**src/rtl/align_sched_pkg.sv**
```systemverilog
package align_sched_pkg;
  typedef enum logic {
    PH_BURST = 1'b0,
    PH_GAP   = 1'b1
  } sched_phase_e;

  localparam int unsigned BURST_SHORT = 2;
  localparam int unsigned BURST_LONG  = 4;
endpackage

```
**src/rtl/align_sched_ctrl.sv**
```systemverilog
module align_sched_ctrl
  import align_sched_pkg::*;
#(
  parameter int unsigned RATE_W = 8
) (
  input  logic              clk,
  input  logic              rst_n,
  input  logic [RATE_W-1:0] rate,
  input  logic              quad_align,
  output logic              in_burst
);
  localparam logic [RATE_W-1:0] SLOT_SHORT_LAST = RATE_W'(BURST_SHORT - 1);
  localparam logic [RATE_W-1:0] SLOT_LONG_LAST  = RATE_W'(BURST_LONG - 1);
  localparam logic [RATE_W-1:0] GAP_BIAS        = RATE_W'(2);

  sched_phase_e      phase_q, phase_d;
  logic [RATE_W-1:0] cnt_q, cnt_d;
  logic [RATE_W-1:0] rate_q, rate_d;
  logic              quad_q, quad_d;
  logic              burst_start;
  logic              quad_eff;
  logic              burst_last;

  always_comb begin
    burst_start = (phase_q == PH_BURST) && (cnt_q == '0);
    quad_eff    = burst_start ? quad_align : quad_q;
    burst_last  = quad_eff ? (cnt_q == SLOT_LONG_LAST) : (cnt_q == SLOT_SHORT_LAST);
  end

  always_comb begin
    phase_d = phase_q;
    cnt_d   = cnt_q;
    rate_d  = rate_q;
    quad_d  = quad_q;
    if (burst_start) begin
      rate_d = rate;
      quad_d = quad_align;
    end
    case (phase_q)
      PH_BURST: begin
        if (burst_last) begin
          phase_d = PH_GAP;
          cnt_d   = rate_q - GAP_BIAS;
        end else begin
          cnt_d = cnt_q + RATE_W'(1);
        end
      end
      default: begin
        if (cnt_q == '0) begin
          phase_d = PH_BURST;
          cnt_d   = '0;
        end else begin
          cnt_d = cnt_q - RATE_W'(1);
        end
      end
    endcase
  end

  always_ff @(posedge clk or negedge rst_n) begin
    if (!rst_n) begin
      phase_q <= PH_BURST;
      cnt_q   <= '0;
      rate_q  <= '1;
      quad_q  <= 1'b0;
    end else begin
      phase_q <= phase_d;
      cnt_q   <= cnt_d;
      rate_q  <= rate_d;
      quad_q  <= quad_d;
    end
  end

  assign in_burst = (phase_q == PH_BURST);
endmodule

```
**src/rtl/align_sched_mux.sv**
```systemverilog
module align_sched_mux #(
  parameter int unsigned          DATA_W     = 32,
  parameter logic [DATA_W-1:0]    ALIGN_WORD = '1
) (
  input  logic              in_burst,
  input  logic [DATA_W-1:0] up_data,
  input  logic              up_valid,
  output logic              up_ready,
  output logic [DATA_W-1:0] tx_dword,
  output logic              tx_align,
  output logic              tx_data_valid
);
  always_comb begin
    up_ready      = !in_burst;
    tx_align      = in_burst;
    tx_data_valid = !in_burst && up_valid;
    if (in_burst)          tx_dword = ALIGN_WORD;
    else if (up_valid)     tx_dword = up_data;
    else                   tx_dword = '0;
  end
endmodule

```
**src/rtl/align_sched.sv**
```systemverilog
module align_sched #(
  parameter int unsigned       DATA_W     = 32,
  parameter int unsigned       RATE_W     = 8,
  parameter logic [DATA_W-1:0] ALIGN_WORD = 32'h7B4A_4ABC
) (
  input  logic              clk,
  input  logic              rst_n,
  input  logic [RATE_W-1:0] rate,
  input  logic              quad_align,
  input  logic [DATA_W-1:0] up_data,
  input  logic              up_valid,
  output logic              up_ready,
  output logic [DATA_W-1:0] tx_dword,
  output logic              tx_align,
  output logic              tx_data_valid
);
  logic in_burst;

  align_sched_ctrl #(.RATE_W(RATE_W)) u_ctrl (
    .clk        (clk),
    .rst_n      (rst_n),
    .rate       (rate),
    .quad_align (quad_align),
    .in_burst   (in_burst)
  );

  align_sched_mux #(.DATA_W(DATA_W), .ALIGN_WORD(ALIGN_WORD)) u_mux (
    .in_burst      (in_burst),
    .up_data       (up_data),
    .up_valid      (up_valid),
    .up_ready      (up_ready),
    .tx_dword      (tx_dword),
    .tx_align      (tx_align),
    .tx_data_valid (tx_data_valid)
  );
endmodule

```
**config.mk**
```make
export PLATFORM = sky130hd
export DESIGN_NAME = align_sched
export DESIGN_NICKNAME = d
export VERILOG_FILES = /design/src/rtl/align_sched_pkg.sv /design/src/rtl/align_sched_ctrl.sv /design/src/rtl/align_sched_mux.sv /design/src/rtl/align_sched.sv
export SDC_FILE = /design/constraint.sdc
export NUM_CORES = 1
export LEC_CHECK = 0
export ABC_AREA = 1
export BUFFER_PORTS_ARGS = -buffer_cell sky130_fd_sc_hd__buf_2
export CAP_MARGIN = 20
export CORE_UTILIZATION = 50
export CTS_CLUSTER_SIZE = 24
export DETAILED_ROUTE_END_ITERATION = 8
export GPL_TIMING_DRIVEN = 0
export PLACE_DENSITY = 0.91
export SYNTH_ARGS = -nofsm -noshare
export SYNTH_HDL_FRONTEND = slang
export SYNTH_HIERARCHICAL = 1
export SYNTH_SLANG_ARGS = --single-unit
```
**constraint.sdc**
```tcl
create_clock -name clk -period 4.4 [get_ports clk]
set_input_delay 0.44 -clock clk [delete_from_list [all_inputs] [get_ports clk]]
set_output_delay 0.44 -clock clk [all_outputs]
set_load 0.02 [all_outputs]
```
Word-level counts from Yosys, hierarchy flattened
Cells that the tools add are included.
{"block": "totals", "ff_bits": 18, "out_inout_bits": 35}
{"block": "classes", "add_sub_neg": 3, "eq_ne": 2, "n_mux": 10, "bitwise_logic": 1, "n_reduce_logical": 3}
{"operator": "two-way mux 32 bit", "n": 2}
{"operator": "two-way mux 8 bit", "n": 3}
{"operator": "adder 8 x 1 -> 8 bit, second input constant", "n": 1}
{"operator": "== test 8 x 1 -> 1 bit, second input constant", "n": 1}
{"operator": "== test 8 x 2 -> 1 bit, second input constant", "n": 1}
{"operator": "zero test 8 bit", "n": 1}
{"operator": "subtractor 8 x 1 -> 8 bit, second input constant", "n": 1}
{"operator": "subtractor 8 x 2 -> 8 bit, second input constant", "n": 1}
{"operator": "two-way mux 1 bit", "n": 5}
{"operator": "logical AND 1 bit", "n": 2}
{"operator": "inverter 1 bit", "n": 1}

Longest topological paths before layout
Gate-level depths: netlist (run 1).
{"block": "logic_depth", "word_depth": 6, "ltp_mapped": 11, "depth_no_buf": 11}

Modules after synthesis
Netlist (run 1), hierarchy kept.
{"module": "align_sched_ctrl", "n_inst": 1, "cells_each": 168, "area_per_inst_um2": 1315.0, "seq_area_each_um2": 460.4}
{"module": "align_sched_mux", "n_inst": 1, "cells_each": 75, "area_per_inst_um2": 351.6, "seq_area_each_um2": 0.0}

Worst setup path before layout (run 1)
No wires, ideal clock.
{"block": "synth_timing", "path_kind": "register to output", "from": "reg u_ctrl.phase_q", "to": "out tx_dword[14]", "t_arrival_ns": 1.237, "required_ns": 3.960, "setup_slack_ns": 2.723, "path_stages_with_launch": 7, "n_path_buf": 3, "path_cell_list": "dfrtp_1 > inv_1 > buf_4 > buf_6 > inv_6 > buf_6 > nand2_1"}
{"block": "synth_via", "elab_chain_cells": 1}
{"element": "start, declared", "line_no": "align_sched_ctrl.sv:16", "text": "sched_phase_e phase_q, phase_d;"}
{"element": "start signal, assigned", "line_no": "align_sched_ctrl.sv:66", "text": "phase_q <= phase_d;"}
{"element": "two-way mux 32 bit", "line_no": "align_sched_mux.sv:17", "text": "if (in_burst) tx_dword = ALIGN_WORD;"}
{"element": "end, declared", "line_no": "align_sched.sv:13", "text": "output logic [DATA_W-1:0] tx_dword,"}
No other way between the ends.

Final worst setup path (run 1)
{"block": "layout_timing", "from": "reg u_ctrl.phase_q", "to": "out tx_dword[25]"}
Same word-level chain as after synthesis.

==> impl_metrics.env, run 1 <==
export IMPL_cts_max_level=1
export IMPL_critPathKind="register to primary output"
export IMPL_post_cts_buffers=0
export IMPL_fin_crit_sh_pct=48.5
export IMPL_drt_vias_per_instance=4.65
export IMPL_coreArea_mm2=0.00310
export IMPL_dieArea_mm2=0.00357
export IMPL_p_int_mw=0.230
export IMPL_grt_usage_pct=22.0
export IMPL_switching_share_pct=28.2
export IMPL_p_seq_share_pct=51.6
export IMPL_overflow=0
export IMPL_grt_setup_unrepaired="false"
export IMPL_setup_violations_final=0
export IMPL_finalHoldViolCount=0
export IMPL_async_flop_share_pct=100
export IMPL_synth_seq_cells=18
export IMPL_drive_gt1_share_pct=39.0
export IMPL_start_util_pct=53.7
export IMPL_maxSlewHeadroom_pct=74.7
export IMPL_cts_resized=0
export IMPL_synthToLayoutAreaGrowth_pct=27.8
export IMPL_multiInputGateArea_um2=986
export IMPL_rows=20
export IMPL_min_period_ns=2.13
export IMPL_startpoint="u_ctrl/phase_q"
export IMPL_firstDrtPassIters=4
export IMPL_num_fill_cells=277
export IMPL_status="finished clean"
export IMPL_cts_hold_buf=0
export IMPL_vias=1707
export IMPL_r2r_start="u_ctrl/cnt_q[0]"
export IMPL_r2r_end="u_ctrl/cnt_q[7]"
export IMPL_synth_edf_count=0
export IMPL_totalWireLength_um=3850
export IMPL_fmax_mhz=469
export IMPL_antenna_left=0
export IMPL_drcViolationCount=0
export IMPL_r2r_worst_path_cells=11
export IMPL_hp_class="input port to asynchronous set/reset pin"
export IMPL_clock_latency_ns=0.28
export IMPL_synth_distinct_cells=28
export IMPL_syn_num_nets=292
export IMPL_synth_ff_type="dfrtp_1"
export IMPL_die_w_um=59.7
export IMPL_power_frac_clock_pct=23.8
export IMPL_switching_power_mw=0.0904
export IMPL_syn_cell_area_mm2=0.00167
export IMPL_maxSlewViolCount=0
export IMPL_vdd_drop_max_uv=187
export IMPL_nets=374
export IMPL_clk_pin_slew_worst_paths_ns=0.09
export IMPL_path_max_fanout=11
export IMPL_cts_sinks=18
export IMPL_critPathLaunchType="register"
export IMPL_dp_slack_ns=2.59
export IMPL_grt_pass1_vias=1486
export IMPL_cts_root_buf="clkbuf_4"
export IMPL_drtIter0Drc=47
export IMPL_die_y_um=59.7
export IMPL_leakagePower_nw=1.33
export IMPL_power_density_mw_per_mm2=151
export IMPL_dp_hpwl_um=3280
export IMPL_cap_violations=0
export IMPL_cts_tree="done"
export IMPL_critPathRequiredTime_ns=3.96
export IMPL_rrSetupSlack_ns=2.63
export IMPL_power_mw=0.321
export IMPL_place_congestion=0.814
export IMPL_synthCells=243
export IMPL_dpl_cell_count=364
export IMPL_cts_buffers=3
export IMPL_ys_warn_count=6
export IMPL_ctsLongestPathBuffers=2
export IMPL_io_buffers=77
export IMPL_avgSynthCellArea_um2=6.86
export IMPL_cp_end_kind="primary output"
export IMPL_worst_pin_slew_ns=0.379
export IMPL_cp_data_arrival_time_ns=1.69
export IMPL_diodes=0
export IMPL_antenna_found_initial=0
export IMPL_finClkSkew_ns=0.000561
export IMPL_io_pins=79
export IMPL_yosysSeqAreaShare_pct=27.6
export IMPL_tns_ns=0
export IMPL_combPwrFrac_pct=24.6
export IMPL_grt_pass1_wl_um=6070
export IMPL_grt_max_degree=19
export IMPL_fin_ws_ns=2.27
export IMPL_seqCellArea_um2=460
export IMPL_routedWlPerCell_um=10.5
export IMPL_final_cells=367
-- final cells by class --
cell class | count | area share, %
inverters | 27 | 4.99
repair buffers | 77 | 18.1
multi-input cells | 187 | 46.3
well taps | 44 | 2.59
clock buffers | 3 | 1.06
plain buffers | 11 | 5.35
flip-flops and latches | 18 | 21.6
-- routing by layer --
metal  vias up  share of wire, %  GRT usage, %
li1        901                 -             -
met1       760                42          26.7
met2        42                54          41.3
met3         4               3.5          2.16
met4         0               1.0          4.98
met5         -                 0             0
-- synthesized netlist by cell type, types with 2 or more instances --
cell type | count | area share, %
nand2_1 | 97 | 22
inv_1 | 21 | 4.7
nand3_1 | 18 | 5.4
nor2_1 | 16 | 3.6
xor2_1 | 12 | 6.3
dfrtp_1 | 10 | 15
dfstp_2 | 8 | 13
buf_6 | 7 | 4.7
o21ai_1 | 6 | 1.8
ha_1 | 5 | 3.8
inv_2 | 5 | 1.1
nand2_2 | 5 | 1.9
nand3_2 | 5 | 3.0
nor2_2 | 4 | 1.5
nor3_1 | 4 | 1.2
o21ai_0 | 3 | 0.90
a21oi_1 | 2 | 0.60
buf_4 | 2 | 0.90
nand3_4 | 2 | 2.1
nor2_4 | 2 | 1.4
xnor2_1 | 2 | 1.1
-- kinds of logic (layout without fill, tap and decap cells) --
kind of cell | count (synthesis) | count (layout) | synth area share [%]
AND/OR/NAND/NOR | 157 | 157 | 44.7
AO/OA/AOI/OAI | 11 | 11 | 3.30
adder cells (fa/ha/maj) | 5 | 5 | 3.75
buffers and inverters | 38 | 118 | 13.2
flip-flops | 18 | 18 | 27.6
XOR/XNOR | 14 | 14 | 7.36
-- how the worst max path moves through the flow --
stage,end,slack [ns],cells past startpoint
after floorplan,tx_dword[14],2.72,6
after global placement,tx_dword[25],2.62,7
after detailed placement,tx_dword[25],2.59,7
after CTS,tx_dword[25],2.26,7
after global routing,tx_dword[19],2.18,7
final,tx_dword[25],2.27,7
-- placed cells by master, fill, tap and decap left out, types with 2 or more instances in the layout --
cell type | Yosys | routed
nor2_2 | 4 | 4
inv_1 | 21 | 21
nand3_1 | 18 | 18
buf_4 | 2 | 2
nor2_4 | 2 | 2
buf_6 | 7 | 7
nor2_1 | 16 | 16
dfrtp_1 | 10 | 10
o21ai_1 | 6 | 6
dfstp_2 | 8 | 8
nand2_2 | 5 | 5
clkbuf_4 | 0 | 3
inv_2 | 5 | 5
nand3_4 | 2 | 2
buf_2 | 1 | 78
nor3_1 | 4 | 4
xnor2_1 | 2 | 2
nand2_1 | 97 | 97
ha_1 | 5 | 5
nand3_2 | 5 | 5
o21ai_0 | 3 | 3
a21oi_1 | 2 | 2
xor2_1 | 12 | 12
-- state kept, by name, summed over array words and instances (netlist names) --
register	flops
u_ctrl/cnt_q	8
u_ctrl/rate_q	8
u_ctrl/phase_q	1
u_ctrl/quad_q	1
-- power groups by stage --
stage	sequential, mW	combinational [mW]	clock [mW]
2_1_floorplan	0.169	0.0412	0
6_report	0.166	0.0788	0.0764
5_1_grt	0.166	0.0864	0.0843
3_5_place_dp	0.169	0.0794	0
4_1_cts	0.166	0.0796	0.0783
3_3_place_gp	0.169	0.0776	0
-- through the flow --
step	utilization, %	hold slack, ns	area, µm²
after detailed placement	67.9	0.378	2110
after global routing	68.6	0.0867	2130
after floorplan	-	0.144	1670
after global placement	67.9	0.377	2110
final	68.6	0.0667	2130
after CTS	68.6	0.0680	2130
-- worst max-delay path: stages (launching register included) --
cell and delay (ns):
dfrtp_1 0.39, inv_1 0.21, buf_4 0.25, buf_6 0.16, inv_6 0.05, buf_6 0.13
nand2_1 0.06, buf_2 0.15
Note: power is estimated with default switching activity, not from simulation.
==> run 2, diff against run 1 <==
- CORE_UTILIZATION: 50 -> 47
- PLACE_DENSITY: 0.91 -> 0.87
- clock period: 4.4 -> 2.2 ns (I/O delays scaled with it)
==> run 2 against run 1 <==
Total power is 100% higher. Sequential share of layout area is 0.13 points lower. Sequential power is 99% higher. Worst setup slack worse by 2.0 ns. Register-to-register slack worse by 2.2 ns. Final area is 0.59% higher. First-iteration DRC count is 11% lower. Clock-buffer cell count stayed put. Utilization is 4.9 points lower. Largest power group unchanged.
==> impl_metrics.env, run 2 (synthesis gave the netlist of run 1 again) <==
export IMPL_cts_tree="done"
export IMPL_grt_max_degree=19
export IMPL_fmax_mhz=527
export IMPL_reg_top3="u_ctrl/cnt_q x8, u_ctrl/rate_q x8"
export IMPL_r2r_start="u_ctrl/cnt_q[0]"
export IMPL_drtIter0Drc=42
export IMPL_path_max_fanout=11
export IMPL_io_pins=79
export IMPL_cp_num_buf_inv=6
export IMPL_maxSlewViolCount=0
export IMPL_io_buffers=77
export IMPL_final_cells=370
export IMPL_vias=1690
export IMPL_holdWs_ns=0.130
export IMPL_min_period_ns=1.90
export IMPL_maxSlewHeadroom_pct=74.6
export IMPL_r2r_end="u_ctrl/cnt_q[2]"
export IMPL_rrSetupSlack_ns=0.42
export IMPL_worst_pin_slew_ns=0.381
export IMPL_die_w_um=61.5
export IMPL_grt_usage_pct=19.9
export IMPL_ctsLongestPathBuffers=2
export IMPL_dpl_cell_count=366
export IMPL_final_cell_mix="nand2_1, buf_2, inv_1"
export IMPL_finClkSkew_ns=0.00227
export IMPL_leakagePower_nw=1.33
export IMPL_fin_crit_sh_pct=86.3
export IMPL_start_util_pct=49.6
export IMPL_drcViolationCount=0
export IMPL_antenna_left=0
export IMPL_drive_gt1_share_pct=38.9
export IMPL_critPathRequiredTime_ns=1.98
export IMPL_cts_sinks=18
export IMPL_vdd_drop_max_uv=411
export IMPL_nets=375
export IMPL_tns_ns=0
export IMPL_setup_worst_path_end="tx_dword[29]"
export IMPL_dp_slack_ns=0.436
export IMPL_coreArea_mm2=0.00336
export IMPL_routedWlPerCell_um=10.1
export IMPL_cts_resized=0
export IMPL_clk_pin_slew_worst_paths_ns=0.09
export IMPL_setup_violations_final=0
export IMPL_place_congestion=0.799
export IMPL_status="finished clean"
export IMPL_grt_setup_unrepaired="false"
export IMPL_cts_hold_buf=1
export IMPL_dp_hpwl_um=3090
export IMPL_fin_ws_ns=0.301
export IMPL_cp_depth=7
export IMPL_max_stage_delay_ns=0.39
export IMPL_firstDrtPassIters=4
export IMPL_critPathKind="register to primary output"
export IMPL_totalWireLength_um=3740
export IMPL_design_area_mm2=0.00214
export IMPL_antenna_found_initial=0
export IMPL_drt_vias_per_instance=4.57
export IMPL_diodes=0
export IMPL_cap_violations=0
export IMPL_cp_end_kind="primary output"
export IMPL_critPathLaunchType="register"
export IMPL_synthToLayoutAreaGrowth_pct=28.5
export IMPL_finalHoldViolCount=0
export IMPL_dieArea_mm2=0.00379
export IMPL_r2r_worst_path_cells=11
export IMPL_layout_commonest_cell="nand2_1"
export IMPL_worst_path_dominant_cell_family="buffers and inverters"
export IMPL_grt_pass1_wl_um=5750
export IMPL_power_mw=0.641
export IMPL_cp_data_arrival_time_ns=1.68
export IMPL_die_y_um=61.5
export IMPL_cts_buffers=3
export IMPL_startpoint="u_ctrl/phase_q"
export IMPL_place_area_mm2=0.00211
export IMPL_overflow=0
export IMPL_hp_class="input port to register"
export IMPL_cts_max_level=1
export IMPL_power_density_mw_per_mm2=299
export IMPL_crit_top_cell="buf_6"
export IMPL_clock_latency_ns=0.28
export IMPL_critical_path_cell_chain="inv_1 > buf_4 > buf_6 > inv_6 > buf_6 > nand2_1 > buf_2"
export IMPL_cts_root_buf="clkbuf_4"
export IMPL_rows=21
export IMPL_grt_pass1_vias=1364
export IMPL_slowest_stage="dfrtp_1"
export IMPL_post_cts_buffers=0
export IMPL_final_util_pct=63.7
export IMPL_num_fill_cells=321
run 2: tightest hold or removal path, stage by stage:
cell and delay [ns]:
buf_2 0.09, nand2_1 0.06, nand2_1 0.04
run 2: layer usage:
layer	vias up	track usage (%)	share of wire, %
met3	0	1.26	3.6
li1	906	-	-
met2	33	36.4	54
met4	0	3.81	0
met1	751	25.8	42
met5	-	0	0
run 2: power breakdown:
part           internal (mW)  switching (mW)  total (mW)
registers              0.331               0       0.331
logic                 0.0673          0.0903       0.158
clock network         0.0634          0.0886       0.152
run 2: cell type report:
| type | instances | area (µm²) | area share [%] |
|---|---|---|---|
| buffer | 11 | 114 | 5.32 |
| clock buffer | 3 | 22.5 | 1.05 |
| inverter | 27 | 106 | 4.96 |
| multi-input combinational | 187 | 986 | 46.0 |
| sequential | 18 | 460 | 21.5 |
| tap | 46 | 57.6 | 2.69 |
| timing repair buffer | 78 | 395 | 18.5 |
run 2: how the worst min path moves through the flow:
stage / slack, ns / endpoint / start / cells after the start
2_1_floorplan: -0.08 / u_ctrl/cnt_q[0] / rst_n / 0
4_1_cts: 0.13 / u_ctrl/rate_q[3] / rate[3] / 3
6_report: 0.13 / u_ctrl/rate_q[0] / rate[0] / 3
3_3_place_gp: 0.15 / u_ctrl/quad_q / rst_n / 1
3_5_place_dp: 0.16 / u_ctrl/quad_q / rst_n / 1
5_1_grt: 0.12 / u_ctrl/rate_q[0] / rate[0] / 3
==> run 3, diff against run 2 <==
- ABC_AREA: 1 -> default
- CORE_UTILIZATION: 47 -> 46
- PLACE_DENSITY: 0.87 -> 0.86
==> run 3 against run 2 <==
Synthesized area decreased by 4.0%. Largest cell class unchanged. Global-route usage increased by 1.8 points. Register-to-register slack got worse by 0.40 ns.
==> impl_metrics.env, run 3 <==
export IMPL_synth_seq_cells=18
export IMPL_max_stage_delay_ns=0.60
export IMPL_die_y_um=61.0
export IMPL_synth_area_top_cells="dfrtp_1, dfstp_2, and3b_1"
export IMPL_io_pins=79
export IMPL_dp_hpwl_um=2990
export IMPL_maxSlewViolCount=0
export IMPL_critPathKind="register to register"
export IMPL_synthCells=171
export IMPL_startpoint="u_ctrl/cnt_q[3]"
export IMPL_r2r_end="u_ctrl/cnt_q[3]"
export IMPL_grt_pass1_vias=1348
export IMPL_slowest_stage="or4_4"
export IMPL_design_area_mm2=0.00225
export IMPL_cts_max_level=1
export IMPL_r2r_start="u_ctrl/cnt_q[3]"
export IMPL_cts_sinks=18
export IMPL_drt_vias_per_instance=5.31
export IMPL_overflow=0
export IMPL_grt_pass1_wl_um=5840
export IMPL_syn_cell_area_mm2=0.00160
export IMPL_p_int_mw=0.471
export IMPL_fin_crit_sh_pct=99.3
export IMPL_switching_power_mw=0.188
export IMPL_setup_worst_path_end="u_ctrl/cnt_q[3]"
export IMPL_drive_gt1_share_pct=53.1
export IMPL_drcViolationCount=0
export IMPL_grt_setup_unrepaired="true"
export IMPL_cts_buffers=3
export IMPL_synthToLayoutAreaGrowth_pct=40.4
export IMPL_yosysTopAreaCell="dfrtp_1"
export IMPL_hp_class="input port to register"
export IMPL_crit_top_cell="buf_4"
export IMPL_leakagePower_nw=1.24
export IMPL_worstHoldStart="rate[2]"
export IMPL_coreArea_mm2=0.00334
export IMPL_vias=1637
export IMPL_die_w_um=61.0
export IMPL_num_fill_cells=274
export IMPL_place_area_mm2=0.00205
export IMPL_synth_edf_count=0
export IMPL_cap_violations=0
export IMPL_firstDrtPassIters=5
export IMPL_start_util_pct=48.0
export IMPL_maxSlewHeadroom_pct=58.7
export IMPL_finClkSkew_ns=0.0190
export IMPL_reg_top3="u_ctrl/cnt_q x8, u_ctrl/rate_q x8"
export IMPL_synth_most_common_cell="a21o_1"
export IMPL_yosysSeqAreaShare_pct=28.8
export IMPL_final_cell_mix="buf_2, a21o_1, and3b_1"
export IMPL_avgSynthCellArea_um2=9.36
export IMPL_rrSetupSlack_ns=0.02
export IMPL_path_max_fanout=8
export IMPL_worst_pin_slew_ns=0.620
export IMPL_clk_pin_slew_worst_paths_ns=0.11
export IMPL_layout_commonest_cell="buf_2"
export IMPL_whs_path_depth=3
export IMPL_critical_path_cell_chain="buf_6 > or4_4 > o41ai_4 > buf_4 > buf_4 > nor2_1 > a311o_1"
export IMPL_power_frac_clock_pct=26.8
export IMPL_antenna_left=0
export IMPL_status="finished clean"
export IMPL_cts_root_buf="clkbuf_4"
export IMPL_ys_warn_count=6
export IMPL_routedWlPerCell_um=13.9
export IMPL_synth_distinct_cells=43
export IMPL_antenna_found_initial=0
export IMPL_fmax_mhz=458
export IMPL_dieArea_mm2=0.00372
export IMPL_power_mw=0.659
export IMPL_finalHoldViolCount=0
export IMPL_cts_tree="done"
export IMPL_synth_ff_type="dfrtp_1"
export IMPL_power_density_mw_per_mm2=293
export IMPL_async_flop_share_pct=100
export IMPL_setup_violations_final=0
export IMPL_ctsLongestPathBuffers=2
export IMPL_critPathLaunchType="register"
export IMPL_io_buffers=78
export IMPL_nets=312
export IMPL_synth_commonest_cells="a21o_1, and3b_1, dfrtp_1, xor2_1, nor2_1"
export IMPL_p_seq_share_pct=50.3
export IMPL_grt_usage_pct=21.7
export IMPL_synthDominantCellAreaShare_pct=15.6
export IMPL_cp_end_kind="register"
export IMPL_rows=21
export IMPL_cp_data_arrival_time_ns=2.39
export IMPL_syn_num_nets=220
export IMPL_place_congestion=0.855
export IMPL_critPathRequiredTime_ns=2.40
export IMPL_drtIter0Drc=42
export IMPL_clock_latency_ns=0.31
export IMPL_grt_max_degree=19
export IMPL_min_period_ns=2.18
export IMPL_combPwrFrac_pct=22.9
export IMPL_switching_share_pct=28.5
export IMPL_vdd_drop_max_uv=333
export IMPL_diodes=0
export IMPL_totalWireLength_um=4280
export IMPL_r2r_worst_path_cells=7
export IMPL_final_util_pct=67.3
[run 3: changes by cell type after synthesis, moves of 7 or more]
cell and delta:
inv_1 -13, a21o_1 +17, and3b_1 +16, nor2_1 -7, nand3_1 -12, nand2_1 -92
mux2_2 +8
[run 3: cell families after synthesis]
group / after synthesis / synth area share (%)
flip-flops: 18 / 28.8
AND/OR/NAND/NOR: 61 / 24.9
buffers and inverters: 23 / 7.58
adder cells (fa/ha/maj): 5 / 3.91
multiplexers: 13 / 8.76
AO/OA/AOI/OAI: 36 / 17.8
XOR/XNOR: 15 / 8.21
[run 3: layout make-up]
| cell class | instances | area, µm² | area share, % |
|---|---|---|---|
| multi-input combinational | 130 | 1100 | 49.1 |
| timing repair buffer | 88 | 468 | 20.8 |
| sequential | 18 | 464 | 20.7 |
| buffer | 14 | 93.8 | 4.18 |
| tap | 46 | 57.6 | 2.56 |
| inverter | 8 | 33.8 | 1.50 |
| clock buffer | 4 | 26.3 | 1.17 |
[run 3: metrics by stage]
stage | worst slack (ns) | setup TNS, ns | hold WS (ns) | cells
5_1_grt | -0.0289 | -0.138 | 0.108 | 308
6_report | 0.0155 | 0 | 0.111 | 308
4_1_cts | -0.000359 | -0.000359 | 0.114 | 306
3_5_place_dp | -0.318 | -1.87 | 0.171 | 295
2_1_floorplan | 0.123 | 0 | -0.0756 | 171
3_3_place_gp | -0.257 | -1.18 | 0.169 | 295
[run 3: metal layers]
layer / routed length (µm) / up-vias / track usage (%) / part of all wire [%]
li1: - / 797 / - / -
met1: 1700 / 759 / 24.3 / 40
met2: 2280 / 77 / 41.6 / 53
met3: 249 / 4 / 1.92 / 5.8
met4: 53 / 0 / 9.42 / 1.2
met5: 0 / - / 0 / 0
[run 3: how the worst min path moves through the flow]
stage,to,slack (ns)
after floorplan,u_ctrl/cnt_q[0],-0.08
after global placement,u_ctrl/cnt_q[1],0.17
after detailed placement,u_ctrl/quad_q,0.17
after CTS,u_ctrl/rate_q[2],0.11
after global routing,u_ctrl/rate_q[1],0.11
final,u_ctrl/rate_q[2],0.11
[run 3: power by group through the flow]
stage	Sequential, mW	Combinational [mW]	Clock (mW)
after global placement	0.337	0.148	0
final	0.331	0.151	0.177
after detailed placement	0.337	0.150	0
after global routing	0.332	0.167	0.194
after floorplan	0.337	0.0748	0
after CTS	0.332	0.152	0.178
[run 3: worst max-delay path: cells and delay by family (launching register included)]
family	cells	cell delay [ns]
compound gates	2	0.60
flops	1	0.39
simple gates	2	0.64
buf+inv	3	0.45
[run 3: what timing repair did]
item | in CTS | in global routing
setup buffers | 6 | 3
resized for setup | 11 | 17
pin swaps | 0 | 5
cloned | 0 | 0
hold buffers | 1 | 0
hold endpoints to repair | 10 | 0
endpoints found under the setup margin | 44 | 44
